### src/rtl/errq_pkg.sv
package errq_pkg;

  localparam int CODE_W = 16;
  localparam int EV_W   = 8;

  // event register bit positions (decoded by the status byte logic)
  localparam int EV_PON = 7;
  localparam int EV_CMD = 5;
  localparam int EV_EXE = 4;
  localparam int EV_DEV = 3;
  localparam int EV_QRY = 2;
  localparam int EV_OPC = 0;

  localparam int NUM_CLASSES = 4;

  localparam logic signed [CODE_W-1:0] OVF_CODE = -16'sd350;
  localparam logic signed [CODE_W-1:0] NO_ERR   = 16'sd0;

  typedef struct packed {
    logic signed [CODE_W-1:0] lo;
    logic signed [CODE_W-1:0] hi;
    logic [2:0]               bitpos;
  } class_rule_t;

  // Band k spans -(100*(k+1) + span_k) .. -100*(k+1) and maps to bit 5-k.
  function automatic int class_span(input int idx);
    case (idx)
      0:       return 84;
      1:       return 94;
      2:       return 65;
      default: return 40;
    endcase
  endfunction

  function automatic class_rule_t class_rule(input int idx);
    class_rule_t r;
    int top;
    top      = 100 * (idx + 1);
    r.hi     = CODE_W'(-top);
    r.lo     = CODE_W'(-(top + class_span(idx)));
    r.bitpos = 3'(EV_CMD - idx);
    return r;
  endfunction

endpackage

### src/rtl/errq_classify.sv
module errq_classify
  import errq_pkg::*;
(
  input  logic [CODE_W-1:0] code,
  input  logic              accept,
  input  logic              overflow,
  output logic [EV_W-1:0]   hit_bits
);

  logic [NUM_CLASSES-1:0] match;

  for (genvar g = 0; g < NUM_CLASSES; g++) begin : g_rule
    localparam class_rule_t RULE = class_rule(g);
    assign match[g] = ($signed(code) >= $signed(RULE.lo)) &&
                      ($signed(code) <= $signed(RULE.hi));
  end

  always_comb begin
    hit_bits = '0;
    if (overflow) begin
      hit_bits[EV_DEV] = 1'b1;
    end else if (accept) begin
      for (int i = 0; i < NUM_CLASSES; i++) begin
        if (match[i]) hit_bits[class_rule(i).bitpos] = 1'b1;
      end
    end
  end

endmodule

### src/rtl/errq_fifo.sv
module errq_fifo #(
  parameter  int DEPTH = 16,
  parameter  int W     = 16,
  localparam int PTR_W = (DEPTH > 1) ? $clog2(DEPTH) : 1,
  localparam int CNT_W = $clog2(DEPTH + 1)
) (
  input  logic             clk,
  input  logic             rst_n,
  input  logic             clear,
  input  logic             push,
  input  logic [W-1:0]     push_data,
  input  logic [W-1:0]     ovf_data,
  input  logic             pop,
  output logic [W-1:0]     head,
  output logic [CNT_W-1:0] count,
  output logic             push_fire,
  output logic             pop_fire,
  output logic             ovf_fire
);

  logic [W-1:0]     mem [DEPTH];
  logic [PTR_W-1:0] rd_ptr, wr_ptr;
  logic             full, empty, fresh_slot;
  logic [PTR_W-1:0] wr_idx;
  logic [W-1:0]     wr_data;

  function automatic logic [PTR_W-1:0] ptr_next(input logic [PTR_W-1:0] p);
    return (p == PTR_W'(DEPTH - 1)) ? '0 : p + PTR_W'(1);
  endfunction

  function automatic logic [PTR_W-1:0] ptr_prev(input logic [PTR_W-1:0] p);
    return (p == '0) ? PTR_W'(DEPTH - 1) : p - PTR_W'(1);
  endfunction

  assign full       = (count == CNT_W'(DEPTH));
  assign empty      = (count == '0);
  assign pop_fire   = pop && !empty && !clear;
  assign push_fire  = push && !clear;
  assign ovf_fire   = push_fire && full && !pop_fire;
  assign fresh_slot = push_fire && !ovf_fire;

  assign wr_idx  = ovf_fire ? ptr_prev(wr_ptr) : wr_ptr;
  assign wr_data = ovf_fire ? ovf_data : push_data;
  assign head    = empty ? '0 : mem[rd_ptr];

  always_ff @(posedge clk) begin
    if (push_fire) mem[wr_idx] <= wr_data;
  end

  always_ff @(posedge clk or negedge rst_n) begin
    if (!rst_n) begin
      rd_ptr <= '0;
      wr_ptr <= '0;
      count  <= '0;
    end else if (clear) begin
      rd_ptr <= '0;
      wr_ptr <= '0;
      count  <= '0;
    end else begin
      if (fresh_slot) wr_ptr <= ptr_next(wr_ptr);
      if (pop_fire)   rd_ptr <= ptr_next(rd_ptr);
      case ({fresh_slot, pop_fire})
        2'b10:   count <= count + CNT_W'(1);
        2'b01:   count <= count - CNT_W'(1);
        default: count <= count;
      endcase
    end
  end

endmodule

### src/rtl/errq_event_reg.sv
module errq_event_reg #(
  parameter int EW      = 8,
  parameter int PON_BIT = 7
) (
  input  logic          clk,
  input  logic          rst_n,
  input  logic          clear,
  input  logic [EW-1:0] set_bits,
  input  logic          rd_clr,
  input  logic          en_wr,
  input  logic [EW-1:0] en_wdata,
  output logic [EW-1:0] events,
  output logic [EW-1:0] enables,
  output logic          summary
);

  logic          por_pend;
  logic [EW-1:0] pon_set, all_set, kept;

  assign pon_set = por_pend ? EW'(1) << PON_BIT : '0;
  assign all_set = set_bits | pon_set;
  assign kept    = rd_clr ? '0 : events;
  assign summary = |(events & enables);

  always_ff @(posedge clk or negedge rst_n) begin
    if (!rst_n) begin
      por_pend <= 1'b1;
      events   <= '0;
    end else begin
      por_pend <= 1'b0;
      events   <= clear ? '0 : (kept | all_set);
    end
  end

  always_ff @(posedge clk or negedge rst_n) begin
    if (!rst_n)     enables <= '0;
    else if (en_wr) enables <= en_wdata;
  end

endmodule

### src/rtl/err_status_queue.sv
module err_status_queue
  import errq_pkg::*;
#(
  parameter  int DEPTH = 16,
  localparam int CNT_W = $clog2(DEPTH + 1)
) (
  input  logic              clk,
  input  logic              rst_n,
  input  logic              clear,
  input  logic              push_valid,
  input  logic [CODE_W-1:0] push_code,
  input  logic              pop_req,
  output logic [CODE_W-1:0] next_code,
  output logic [CNT_W-1:0]  err_count,
  output logic              err_avail,
  input  logic              opc_evt,
  input  logic              esr_read,
  output logic [EV_W-1:0]   esr_value,
  input  logic              ese_wr,
  input  logic [EV_W-1:0]   ese_wdata,
  output logic [EV_W-1:0]   ese_value,
  output logic              esb
);

  // named internal events, observed by the bound checker
  logic            push_fire, pop_fire, ovf_fire;
  logic [EV_W-1:0] class_bits, ev_set;

  errq_fifo #(.DEPTH(DEPTH), .W(CODE_W)) u_fifo (
    .clk       (clk),
    .rst_n     (rst_n),
    .clear     (clear),
    .push      (push_valid),
    .push_data (push_code),
    .ovf_data  (OVF_CODE),
    .pop       (pop_req),
    .head      (next_code),
    .count     (err_count),
    .push_fire (push_fire),
    .pop_fire  (pop_fire),
    .ovf_fire  (ovf_fire)
  );

  errq_classify u_class (
    .code     (push_code),
    .accept   (push_fire),
    .overflow (ovf_fire),
    .hit_bits (class_bits)
  );

  assign ev_set = class_bits | (opc_evt ? EV_W'(1) << EV_OPC : '0);

  errq_event_reg #(.EW(EV_W), .PON_BIT(EV_PON)) u_event (
    .clk      (clk),
    .rst_n    (rst_n),
    .clear    (clear),
    .set_bits (ev_set),
    .rd_clr   (esr_read),
    .en_wr    (ese_wr),
    .en_wdata (ese_wdata),
    .events   (esr_value),
    .enables  (ese_value),
    .summary  (esb)
  );

  assign err_avail = (err_count != '0);

endmodule

### config.mk
export PLATFORM = sky130hd
export DESIGN_NAME = err_status_queue
export DESIGN_NICKNAME = d
export VERILOG_FILES = /design/src/rtl/errq_pkg.sv /design/src/rtl/errq_classify.sv /design/src/rtl/errq_fifo.sv /design/src/rtl/errq_event_reg.sv /design/src/rtl/err_status_queue.sv
export SDC_FILE = /design/constraint.sdc
export NUM_CORES = 1
export LEC_CHECK = 0
export ABC_AREA = 1
export BUFFER_PORTS_ARGS = -buffer_cell sky130_fd_sc_hd__buf_2
export CAP_MARGIN = 20
export CORE_ASPECT_RATIO = 1.1
export CORE_MARGIN = 2
export CORE_UTILIZATION = 40
export CTS_CLUSTER_SIZE = 30
export DETAILED_ROUTE_END_ITERATION = 8
export PLACE_DENSITY = 0.56
export REMOVE_ABC_BUFFERS = 1
export SLEW_MARGIN = 20
export SYNTH_ARGS = -nofsm -noshare
export SYNTH_HDL_FRONTEND = slang
export SYNTH_SLANG_ARGS = --single-unit
### constraint.sdc
create_clock -name clk -period 3.1 [get_ports clk]
set_input_delay 0.155 -clock clk [delete_from_list [all_inputs] [get_ports clk]]
set_output_delay 0.155 -clock clk [all_outputs]
set_load 0.005 [all_outputs]
==> out/metrics.csv, run 1 <==
stage,metric,value,unit
timing,clk_skew,0.00897,ns
power,Power Density,725,mW/mm²
yosys,synth unique cells,46,
worst_setup_path,R2R Setup Slk,0.52,ns
min_path,worst hold path type,in -> reg,
yosys,async set-reset flop share out of synthesis,9.86,%
final_layout,FILL cells,2697,
global_route,vias in the first global route,8133,
worst_setup_path,crit-path max FO,32,
final_layout,n_diodes,0,
worst_setup_path,Critical Path Source,u_fifo.rd_ptr[2]$_DFFE_PN0P_,
worst_setup_path,CP endpoint kind,output pin,
route,residual DRC count,0,
clock_network,H-tree depth,1,
worst_setup_path,CP Data Required Time,2.94,ns
die,Die Y,186,µm
yosys,count of flip-flops with a built-in enable after synthesis,256,
die,row cnt,66,
route,"antenna viol nets, final",0,
clock_network,"Clk Latency, worst-skew pair",0.53,ns
run_status,status,"complete, no violations",
power,worst vdd ir,0.000437,V
worst_setup_path,CP Launch Type,flop,
worst_setup_path,CP Class,reg -> out,
final_layout,"commonest non-fill, non-tap cells in the layout","edfxtp_1, nand2_1, a21oi_1",
final_layout,Seq. cell area,0.00839,mm²
route,vias per cell,5.52,
clock_network,Root Buffer Master,clkbuf_16,
job,maxcap violations,0,
timing,Slew @ Worst Pin,0.896,ns
route,via count,8141,
clock_network,cts bufs inserted,29,
min_path,hold path startpoint,ese_wr,
yosys,Netlist Area Pre-Place,0.0120,mm²
place,dpl hpwl,19.5,mm
timing,fin crit share,92.3,%
place,gpl congestion,0.924,
timing,"Hold Vio Cnt, Final",0,
yosys,dominant synthesized flop cell,edfxtp_1,
yosys,Cells after Synth,976,
die,CORE AREA,0.0296,mm²
yosys,Avg Inst Size Synth,12.3,µm²
global_route,initial antenna violation count,0,
route,DRT Pass-1 Iters,5,
yosys,top cell type by total area after synthesis,edfxtp_1,
die,I/O pins,71,
clock_network,clk slew on worst S/H paths,0.06,ns
final_layout,area added between synthesis and finish,16.4,%
final_layout,"most common cell after layout, fill and taps aside",edfxtp_1,
final_layout,fin nets,1121,
clock_network,Sink Count,284,
die,Die X,169,µm
place,# port buffers,68,
yosys,"Seq/Total Area, Yosys",69.8,%
worst_setup_path,CP arrival,2.71,ns
global_route,largest net degree at the start of global routing,98,
power,Static Leak,5.20,nW
timing,Tmin final,2.86,ns
route,drt wl/cell,21.1,µm
timing,RSZ-0062 raised after global routing,no,
yosys,Synth Register Bits,284,
timing,relative max-transition margin,40.2,%
global_route,gr ovfl total,0,
die,die area,0.0315,mm²
global_route,first-pass GRT wire length,47.6,mm
yosys,top post-synthesis cells by area,"edfxtp_1, dfrtp_1, nand2_1, a21oi_1, nor2_1",
timing,fmax,350,MHz
yosys,Ys Warns,0,
power,Tot Pwr,10.1,mW
timing,Final setup viols,0,
final_layout,footprint of the multi-input gates,0.00324,mm²
route,Initial DRC Count,656,
die,Starting Density,40.7,%
timing,Final Max Slew Viols,0,
yosys,proportion of netlist area held by the largest area contributor,64.0,%
clock_network,CTS tree,done,
route,Routed WL,31.1,mm
global_route,GRT Total Usage,20.0,%
final_layout,final core utilization,47.3,%
worst_setup_path,reg2reg start,u_fifo.count[0]$_DFFE_PN0P_,
clock_network,CTS max path bufs,3,
final_layout,share of cells above drive strength 1,17.7,%
## metrics by stage
step,hold slack [ns],cells,cell area [µm²],setup TNS (ns),setup slack (ns)
6_report,0.0252,1476,14000,0,0.240
5_1_grt,0.0299,1476,14000,0,0.0451
4_1_cts,0.00922,1476,14000,0,0.0342
3_5_place_dp,0.220,1411,13000,0,0.349
3_3_place_gp,0.220,1411,13000,0,0.406
2_1_floorplan,-0.141,927,11800,-30.37,-1.67
## final cells by class
class / instances / share of cell area (%)
clock buffers: 37 / 5.40
clock inverters: 13 / 0.581
inverters: 50 / 1.41
multi-input cells: 593 / 23.1
flip-flops and latches: 284 / 60.0
well taps: 374 / 3.35
repair buffers: 125 / 6.12
## power breakdown
part           internal (mW)  switching, mW
Sequential              4.30         0.0852
Clock                   1.78           1.37
Combinational          0.895           1.72
## worst paths after layout
kind,to,depth (start not counted)
worst max-delay path,next_code[8],6
worst max register to register,u_fifo.mem[14][4]$_DFFE_PP_,10
max in group asynchronous,u_fifo.rd_ptr[0]$_DFFE_PN0P_,2
worst min register to register,u_event.enables[6]$_DFFE_PN0P_,1
min in group asynchronous,u_event.events[7]$_DFF_PN0_,2
worst min-delay path,u_event.enables[5]$_DFFE_PN0P_,2
## kinds of logic after synthesis
group / after synthesis / share of synthesized area, %
AND/OR/NAND/NOR: 337 / 11.9
flip-flops: 284 / 69.8
AO/OA/AOI/OAI: 202 / 10.2
buffers and inverters: 101 / 3.72
multiplexers: 40 / 3.41
adder cells (fa/ha/maj): 6 / 0.625
XOR/XNOR: 5 / 0.364
other: 1 / 0.0312
## per-layer routing
metal | global-route usage (%) | wire (µm) | up-vias
met3 | 2.30 | 1850 | 34
met1 | 28.0 | 14000 | 4049
li1 | - | - | 3769
met2 | 33.7 | 14900 | 289
met5 | 0 | 0 | -
met4 | 4.48 | 427 | 0
## worst max-delay path, stage by stage, from the launching register on
cell and delay, ns:
dfrtp_1 0.59, nand2_1 0.18, buf_4 0.39, a21oi_1 0.11, nor3_1 0.46, a211oi_1 0.20, buf_2 0.19
## flip-flops by register name (all words and copies together), names as in the netlist
register	count
u_fifo.rd_ptr	4
u_event.enables	8
u_event.por_pend	1
u_fifo.wr_ptr	4
u_fifo.mem	256
u_fifo.count	5
u_event.events	6
## repair_timing
item,CTS,global route
gates resized for setup,0,2
hold buffers,15,0
endpoints found under the setup margin,0,2
endpoints found under the hold margin,43,0
buffers inserted,0,0
## synthesized netlist by cell type, drive strengths merged, types with 17 or more instances
master,number
nand3,27
o21ai,51
nor2,91
clkbuf,25
mux2i,32
nor3,22
edfxtp,256
buf,26
a211oi,17
a21oi,75
inv,48
dfrtp,27
nand2,185
o22ai,21
(Power assumes the default switching activity.)
==> inputs of run 2 (changes only) <==
--- a/config.mk
+++ b/config.mk
@@ -8,12 +8,14 @@
 export ABC_AREA = 1
 export BUFFER_PORTS_ARGS = -buffer_cell sky130_fd_sc_hd__buf_2
 export CAP_MARGIN = 20
+export CELL_PAD_IN_SITES_DETAIL_PLACEMENT = 1
+export CELL_PAD_IN_SITES_GLOBAL_PLACEMENT = 2
 export CORE_ASPECT_RATIO = 1.1
 export CORE_MARGIN = 2
 export CORE_UTILIZATION = 40
 export CTS_CLUSTER_SIZE = 30
 export DETAILED_ROUTE_END_ITERATION = 8
-export PLACE_DENSITY = 0.56
+export PLACE_DENSITY = 0.76
 export REMOVE_ABC_BUFFERS = 1
 export SLEW_MARGIN = 20
 export SYNTH_ARGS = -nofsm -noshare
==> run 2 against run 1 <==
  * Global-route usage is 2.5 points higher
  * Critical path depth is 1 higher
  * Critical path type unchanged
  * Sequential share of layout area is 1.3 points lower
  * Largest cell class unchanged
==> out/metrics.csv, run 2 (synthesis gave the netlist of run 1 again) <==
stage,metric,value,unit,change
run_status,status,"complete, no violations",,
final_layout,Largest register FFs,256,,unchanged
global_route,gr ovfl total,0,,unchanged
timing,Final Max Slew Viols,0,,unchanged
route,vias per cell,5.54,,+0.47%
clock_network,CTS tree,done,,
timing,fin crit share,92.8,%,+0.52 points
power,Power Density,749,mW/mm²,+3.3%
die,CORE AREA,0.0296,mm²,unchanged
worst_setup_path,crit-path max FO,29,,-9.4%
power,Static Leak,5.34,nW,+2.8%
worst_setup_path,"CP delay by family, top",buffers and inverters,,
clock_network,setup bufs post-CTS,0,,unchanged
worst_setup_path,"slowest stage cell, crit path",dfrtp_4,,
timing,fmax,348,MHz,-0.56%
global_route,first-pass GRT wire length,53.1,mm,+12%
die,I/O pins,71,,unchanged
min_path,Worst Hold Path EP,u_event.enables[6]$_DFFE_PN0P_,,
clock_network,Root Buffer Master,clkbuf_16,,
global_route,GRT Total Usage,22.5,%,+2.5 points
timing,Slew @ Worst Pin,1.08,ns,+0.183 ns
final_layout,share of cells above drive strength 1,19.8,%,+2.1 points
timing,Tmin final,2.88,ns,+0.0160 ns
worst_setup_path,CP Launch Type,flop,,
route,DRT Pass-1 Iters,5,,unchanged
die,Starting Density,40.7,%,unchanged
timing,"Hold Vio Cnt, Final",0,,unchanged
clock_network,CTS max path bufs,3,,unchanged
place,# port buffers,68,,unchanged
final_layout,"commonest non-fill, non-tap cells in the layout","edfxtp_1, nand2_1, a21oi_1",,
worst_setup_path,R2R Setup Slk,0.51,ns,about the same
min_path,worst hold path type,in -> reg,,
worst_setup_path,reg2reg start,u_fifo.count[0]$_DFFE_PN0P_,,
final_layout,post-route non-filler standard cell count,1498,,+1.5%
job,maxcap violations,0,,unchanged
timing,RSZ-0062 raised after global routing,no,,
power,worst vdd ir,0.000388,V,-11%
final_layout,biggest regs,"u_fifo.mem (256), u_event.enables (8), u_event.events (6)",,
clock_network,Hold Buf Count CTS,20,,+5
route,residual DRC count,0,,unchanged
clock_network,clk slew on worst S/H paths,0.06,ns,about the same
global_route,largest net degree at the start of global routing,82,,-16%
route,"antenna viol nets, final",0,,unchanged
worst_setup_path,"Cell Chain, Critical Path",inv_2 -> buf_4 -> nand2_1 -> a221oi_1 -> nor2_1 -> a211oi_1 -> buf_2,,
timing,relative max-transition margin,27.8,%,-12 points
final_layout,"most common cell after layout, fill and taps aside",edfxtp_1,,
die,Die Y,186,µm,unchanged
clock_network,Sink Count,284,,unchanged
route,drt wl/cell,23.2,µm,+10%
clock_network,H-tree depth,1,,unchanged
worst_setup_path,CP Class,reg -> out,,
timing,final worst slack,0.224,ns,-0.0160 ns
clock_network,cts bufs inserted,30,,+3.4%
min_path,Worst Hold Depth,2,,unchanged
final_layout,Reg with most FFs,u_fifo.mem,,
worst_setup_path,"Largest stage delay, worst path",0.60,ns,about the same
final_layout,n_diodes,0,,unchanged
timing,Final setup viols,0,,unchanged
final_layout,area added between synthesis and finish,18.9,%,
final_layout,fin nets,1138,,+1.5%
route,Initial DRC Count,616,,-6.1%
final_layout,FILL cells,3067,,+14%
timing,clk_skew,0.0164,ns,+0.00740 ns
place,DP Cell Count,1422,,+0.78%
min_path,hold path startpoint,ese_wr,,
place,dpl ws,0.515,ns,+0.165 ns
worst_setup_path,CP Data Required Time,2.94,ns,about the same
die,Die X,169,µm,unchanged
worst_setup_path,r2r endpoint,u_fifo.mem[0][7]$_DFFE_PP_,,
clock_network,"Clk Latency, worst-skew pair",0.56,ns,+0.03 ns
worst_setup_path,Reg2Reg Depth,10,,unchanged
global_route,initial antenna violation count,0,,unchanged
worst_setup_path,"Buf+Inv Stages, Crit Path",3,,+1
clock_network,post-CTS sizing,0,,unchanged
route,Routed WL,34.8,mm,+12%
place,gpl congestion,0.789,,-15%
die,row cnt,66,,unchanged
place,dpl hpwl,21.9,mm,+12%
die,die area,0.0315,mm²,unchanged
worst_setup_path,CP endpoint kind,output pin,,
global_route,vias in the first global route,8883,,+9.2%
route,via count,8301,,+2.0%
worst_setup_path,CP arrival,2.72,ns,about the same
-- run 2: cell count changes in the layout (fill, tap and decap cells not counted), sizes merged --
cell,change
inv,+2
buf,+11
clkbuf,-4
clkinvlp,+3
clkinv,+3
bufinv,+2
dlygate4sd3,+5
-- run 2: report_power, final --
group          leakage, nW  total, mW  switching, mW  internal (mW)
Combinational         2.19       2.68           1.72          0.956
Sequential            2.66       4.41          0.114           4.30
Clock                0.485       3.62           1.54           2.08
-- run 2: per-layer routing --
metal | global-route usage, % | share of wire, %
met3 | 3.53 | 4.9
met4 | 7.21 | 3.0
met5 | 0 | 0
met1 | 29.5 | 43
met2 | 38.6 | 49
-- run 2: how the worst max path moves through the flow --
stage	from	end	slack (ns)	cells past startpoint
CTS	u_fifo.rd_ptr[0]$_DFFE_PN0P_	next_code[13]	0.17	7
global route	u_fifo.rd_ptr[0]$_DFFE_PN0P_	next_code[13]	0.01	7
floorplan	u_fifo.rd_ptr[0]$_DFFE_PN0P_	next_code[0]	-1.67	5
finish	u_fifo.rd_ptr[0]$_DFFE_PN0P_	next_code[13]	0.22	7
global placement	u_fifo.count[0]$_DFFE_PN0P_	u_fifo.mem[2][4]$_DFFE_PP_	0.58	10
detailed placement	u_fifo.count[0]$_DFFE_PN0P_	u_fifo.mem[0][7]$_DFFE_PP_	0.51	10
-- run 2: layout make-up --
cell class	count	area (µm²)	area share, %
Timing Repair Buffer	141	1010	7.09
Tap cell	374	468	3.27
Multi-Input combinational cell	593	3230	22.6
Clock buffer	33	783	5.48
Clock inverter	23	213	1.49
Inverter	50	190	1.33
Sequential cell	284	8390	58.7
-- run 2: stage by stage --
| step | instance area, µm² | hold WS [ns] | utilization (%) | setup TNS [ns] | total power, mW |
|---|---|---|---|---|---|
| 2_1_floorplan | 11800 | -0.141 | - | -30.37 | 6.05 |
| 3_3_place_gp | 13100 | 0.233 | 44.3 | 0 | 7.13 |
| 3_5_place_dp | 13100 | 0.246 | 44.3 | 0 | 7.17 |
| 4_1_cts | 14300 | 0.00279 | 48.3 | 0 | 10.8 |
| 5_1_grt | 14300 | 0.0377 | 48.3 | 0 | 11.2 |
| 6_report | 14300 | 0.00668 | 48.3 | 0 | 10.7 |
==> inputs of run 3 (changes only) <==
--- a/config.mk
+++ b/config.mk
@@ -12,10 +12,10 @@
 export CELL_PAD_IN_SITES_GLOBAL_PLACEMENT = 2
 export CORE_ASPECT_RATIO = 1.1
 export CORE_MARGIN = 2
-export CORE_UTILIZATION = 40
+export CORE_UTILIZATION = 42
 export CTS_CLUSTER_SIZE = 30
 export DETAILED_ROUTE_END_ITERATION = 8
-export PLACE_DENSITY = 0.76
+export PLACE_DENSITY = 0.79
 export REMOVE_ABC_BUFFERS = 1
 export SLEW_MARGIN = 20
 export SYNTH_ARGS = -nofsm -noshare
==> run 3 against run 2 <==
  * Sequential share of layout area up 0.098 points
  * Flip-flop and latch count unchanged
  * Clock skew down 0.0035 ns
  * Count of clock-buffer cells in the layout unchanged
  * Clock power up 3%
==> out/metrics.csv, run 3 (synthesis gave the netlist of run 1 again) <==
stage,metric,value,unit,change
clock_network,Root Buffer Master,clkbuf_16,,
clock_network,Sink Count,284,,unchanged
route,"antenna viol nets, final",0,,unchanged
final_layout,Largest register FFs,256,,unchanged
final_layout,"most common cell after layout, fill and taps aside",edfxtp_1,,
route,vias per cell,5.59,,+0.87%
place,dpl hpwl,21.2,mm,-3.4%
die,Die Y,181,µm,-2.4%
route,met2 WL,17.2,mm,+1.7%
clock_network,clk slew on worst S/H paths,0.06,ns,about the same
timing,"Hold Vio Cnt, Final",0,,unchanged
run_status,status,"complete, no violations",,
min_path,Worst Hold Depth,2,,unchanged
timing,clk_skew,0.0129,ns,-0.00351 ns
power,Static Leak,5.33,nW,-0.28%
worst_setup_path,CP Data Required Time,2.94,ns,about the same
power,worst vdd ir,0.000473,V,+22%
global_route,GRT Total Usage,23.6,%,+1.1 points
timing,Slew @ Worst Pin,0.902,ns,-0.177 ns
worst_setup_path,R2R Setup Slk,0.76,ns,+0.25 ns
clock_network,cts bufs inserted,30,,unchanged
timing,fin crit share,93.3,%,+0.54 points
die,CORE AREA,0.0279,mm²,-5.5%
route,wire length on met1,14.4,mm,-5.1%
clock_network,CTS max path bufs,3,,unchanged
worst_setup_path,CP Launch Type,flop,,
route,residual DRC count,0,,unchanged
global_route,initial antenna violation count,0,,unchanged
place,# port buffers,68,,unchanged
worst_setup_path,crit path to,next_code[2],,
final_layout,fin nets,1132,,-0.53%
timing,Tmin final,2.89,ns,+0.0168 ns
clock_network,"Clk Latency, worst-skew pair",0.55,ns,about the same
route,drt wl/cell,23.1,µm,-0.43%
route,uppermost routed layer,met4,,
global_route,first-pass GRT wire length,52.8,mm,-0.48%
route,Initial DRC Count,654,,+6.2%
timing,setup TNS,0,ns,unchanged
worst_setup_path,Critical Path Source,u_fifo.rd_ptr[0]$_DFFE_PN0P_,,
final_layout,biggest regs,"u_fifo.mem (256), u_event.enables (8), u_event.events (6)",,
job,maxcap violations,0,,unchanged
route,via count,8278,,-0.28%
power,Power Density,755,mW/mm²,+0.77%
place,gpl congestion,0.833,,+5.5%
worst_setup_path,CP arrival,2.74,ns,+0.02 ns
clock_network,H-tree depth,1,,unchanged
worst_setup_path,reg2reg start,u_fifo.count[0]$_DFFE_PN0P_,,
die,I/O pins,71,,unchanged
final_layout,share of cells above drive strength 1,18.6,%,-1.1 points
route,DRT Pass-1 Iters,4,,-1
final_layout,"commonest non-fill, non-tap cells in the layout","edfxtp_1, nand2_1, a21oi_1",,
clock_network,setup bufs post-CTS,0,,unchanged
timing,final worst slack,0.207,ns,-0.0168 ns
final_layout,area added between synthesis and finish,18.7,%,
final_layout,final core utilization,51.1,%,+2.7 points
global_route,gr ovfl total,0,,unchanged
route,Routed WL,34.3,mm,-1.6%
timing,relative max-transition margin,39.8,%,+12 points
timing,RSZ-0062 raised after global routing,no,,
place,dpl ws,0.594,ns,+0.0791 ns
die,die area,0.0300,mm²,-4.7%
min_path,worst hold path type,in -> reg,,
final_layout,n_diodes,0,,unchanged
worst_setup_path,CP endpoint kind,output pin,,
worst_setup_path,CP Class,reg -> out,,
die,row cnt,64,,-3.0%
die,Die X,165,µm,-2.4%
clock_network,CTS tree,done,,
final_layout,Reg with most FFs,u_fifo.mem,,
timing,Final setup viols,0,,unchanged
worst_setup_path,crit-path max FO,129,,+340%
die,Starting Density,43.0,%,+2.4 points
global_route,vias in the first global route,8991,,+1.2%
timing,fmax,346,MHz,-0.58%
global_route,largest net degree at the start of global routing,130,,+59%
timing,Final Max Slew Viols,0,,unchanged
route,met3 wire len,1.72,mm,+0.29%
worst_setup_path,r2r endpoint,u_fifo.mem[6][13]$_DFFE_PP_,,
worst_setup_path,Reg2Reg Depth,10,,unchanged
run 3: worst min path at each step:
| stage | start | endpoint | slack (ns) |
|---|---|---|---|
| final | ese_wr | u_event.enables[3]$_DFFE_PN0P_ | 0.04 |
| after detailed placement | rst_n | u_fifo.count[0]$_DFFE_PN0P_ | 0.23 |
| after CTS | ese_wr | u_event.enables[3]$_DFFE_PN0P_ | 0.007 |
| after global routing | ese_wr | u_event.enables[3]$_DFFE_PN0P_ | 0.03 |
| after global placement | rst_n | u_fifo.count[0]$_DFFE_PN0P_ | 0.23 |
| after floorplan | rst_n | u_event.enables[0]$_DFFE_PN0P_ | -0.14 |
run 3: cell type report:
class	instances	area (µm²)
clock inverters	23	246
fillers	2905	13700
multi-input cells	593	3240
clock buffers	33	783
inverters	50	190
well taps	363	454
flip-flops and latches	284	8390
repair buffers	135	963
run 3: metrics by stage:
step	total power, mW	instance area (µm²)	cells	hold WS, ns
after floorplan	6.05	11800	927	-0.141
after global placement	7.10	13000	1402	0.229
after detailed placement	7.12	13000	1402	0.233
after CTS	10.9	14300	1481	0.00716
after global routing	11.3	14300	1481	0.0278
final	10.8	14300	1481	0.0446
run 3: power breakdown:
| group | internal (mW) | total (mW) | switching [mW] |
|---|---|---|---|
| clock network | 2.23 | 3.72 | 1.49 |
| registers | 4.30 | 4.38 | 0.0816 |
| logic | 0.926 | 2.67 | 1.75 |
| total | 7.45 | 10.8 | 3.32 |
run 3: worst max-delay path, cell delays in order, from the launching register on:
cell      delay [ns]
dfrtp_4         0.44
buf_12          0.47
a21oi_1         0.15
a221oi_1        0.34
nor2_1          0.09
a211oi_1        0.36
buf_2           0.20
run 3: layer usage:
layer,vias to the layer above,track usage [%]
met4,0,7.10
met1,4220,31.1
li1,3788,-
met5,-,0
met2,216,40.5
met3,54,3.31
run 3: timing repair:
action,in CTS,in global routing
hold buffers,23,0
gates resized for setup,1,0
setup endpoints to repair,1,0
hold endpoints to repair,43,0
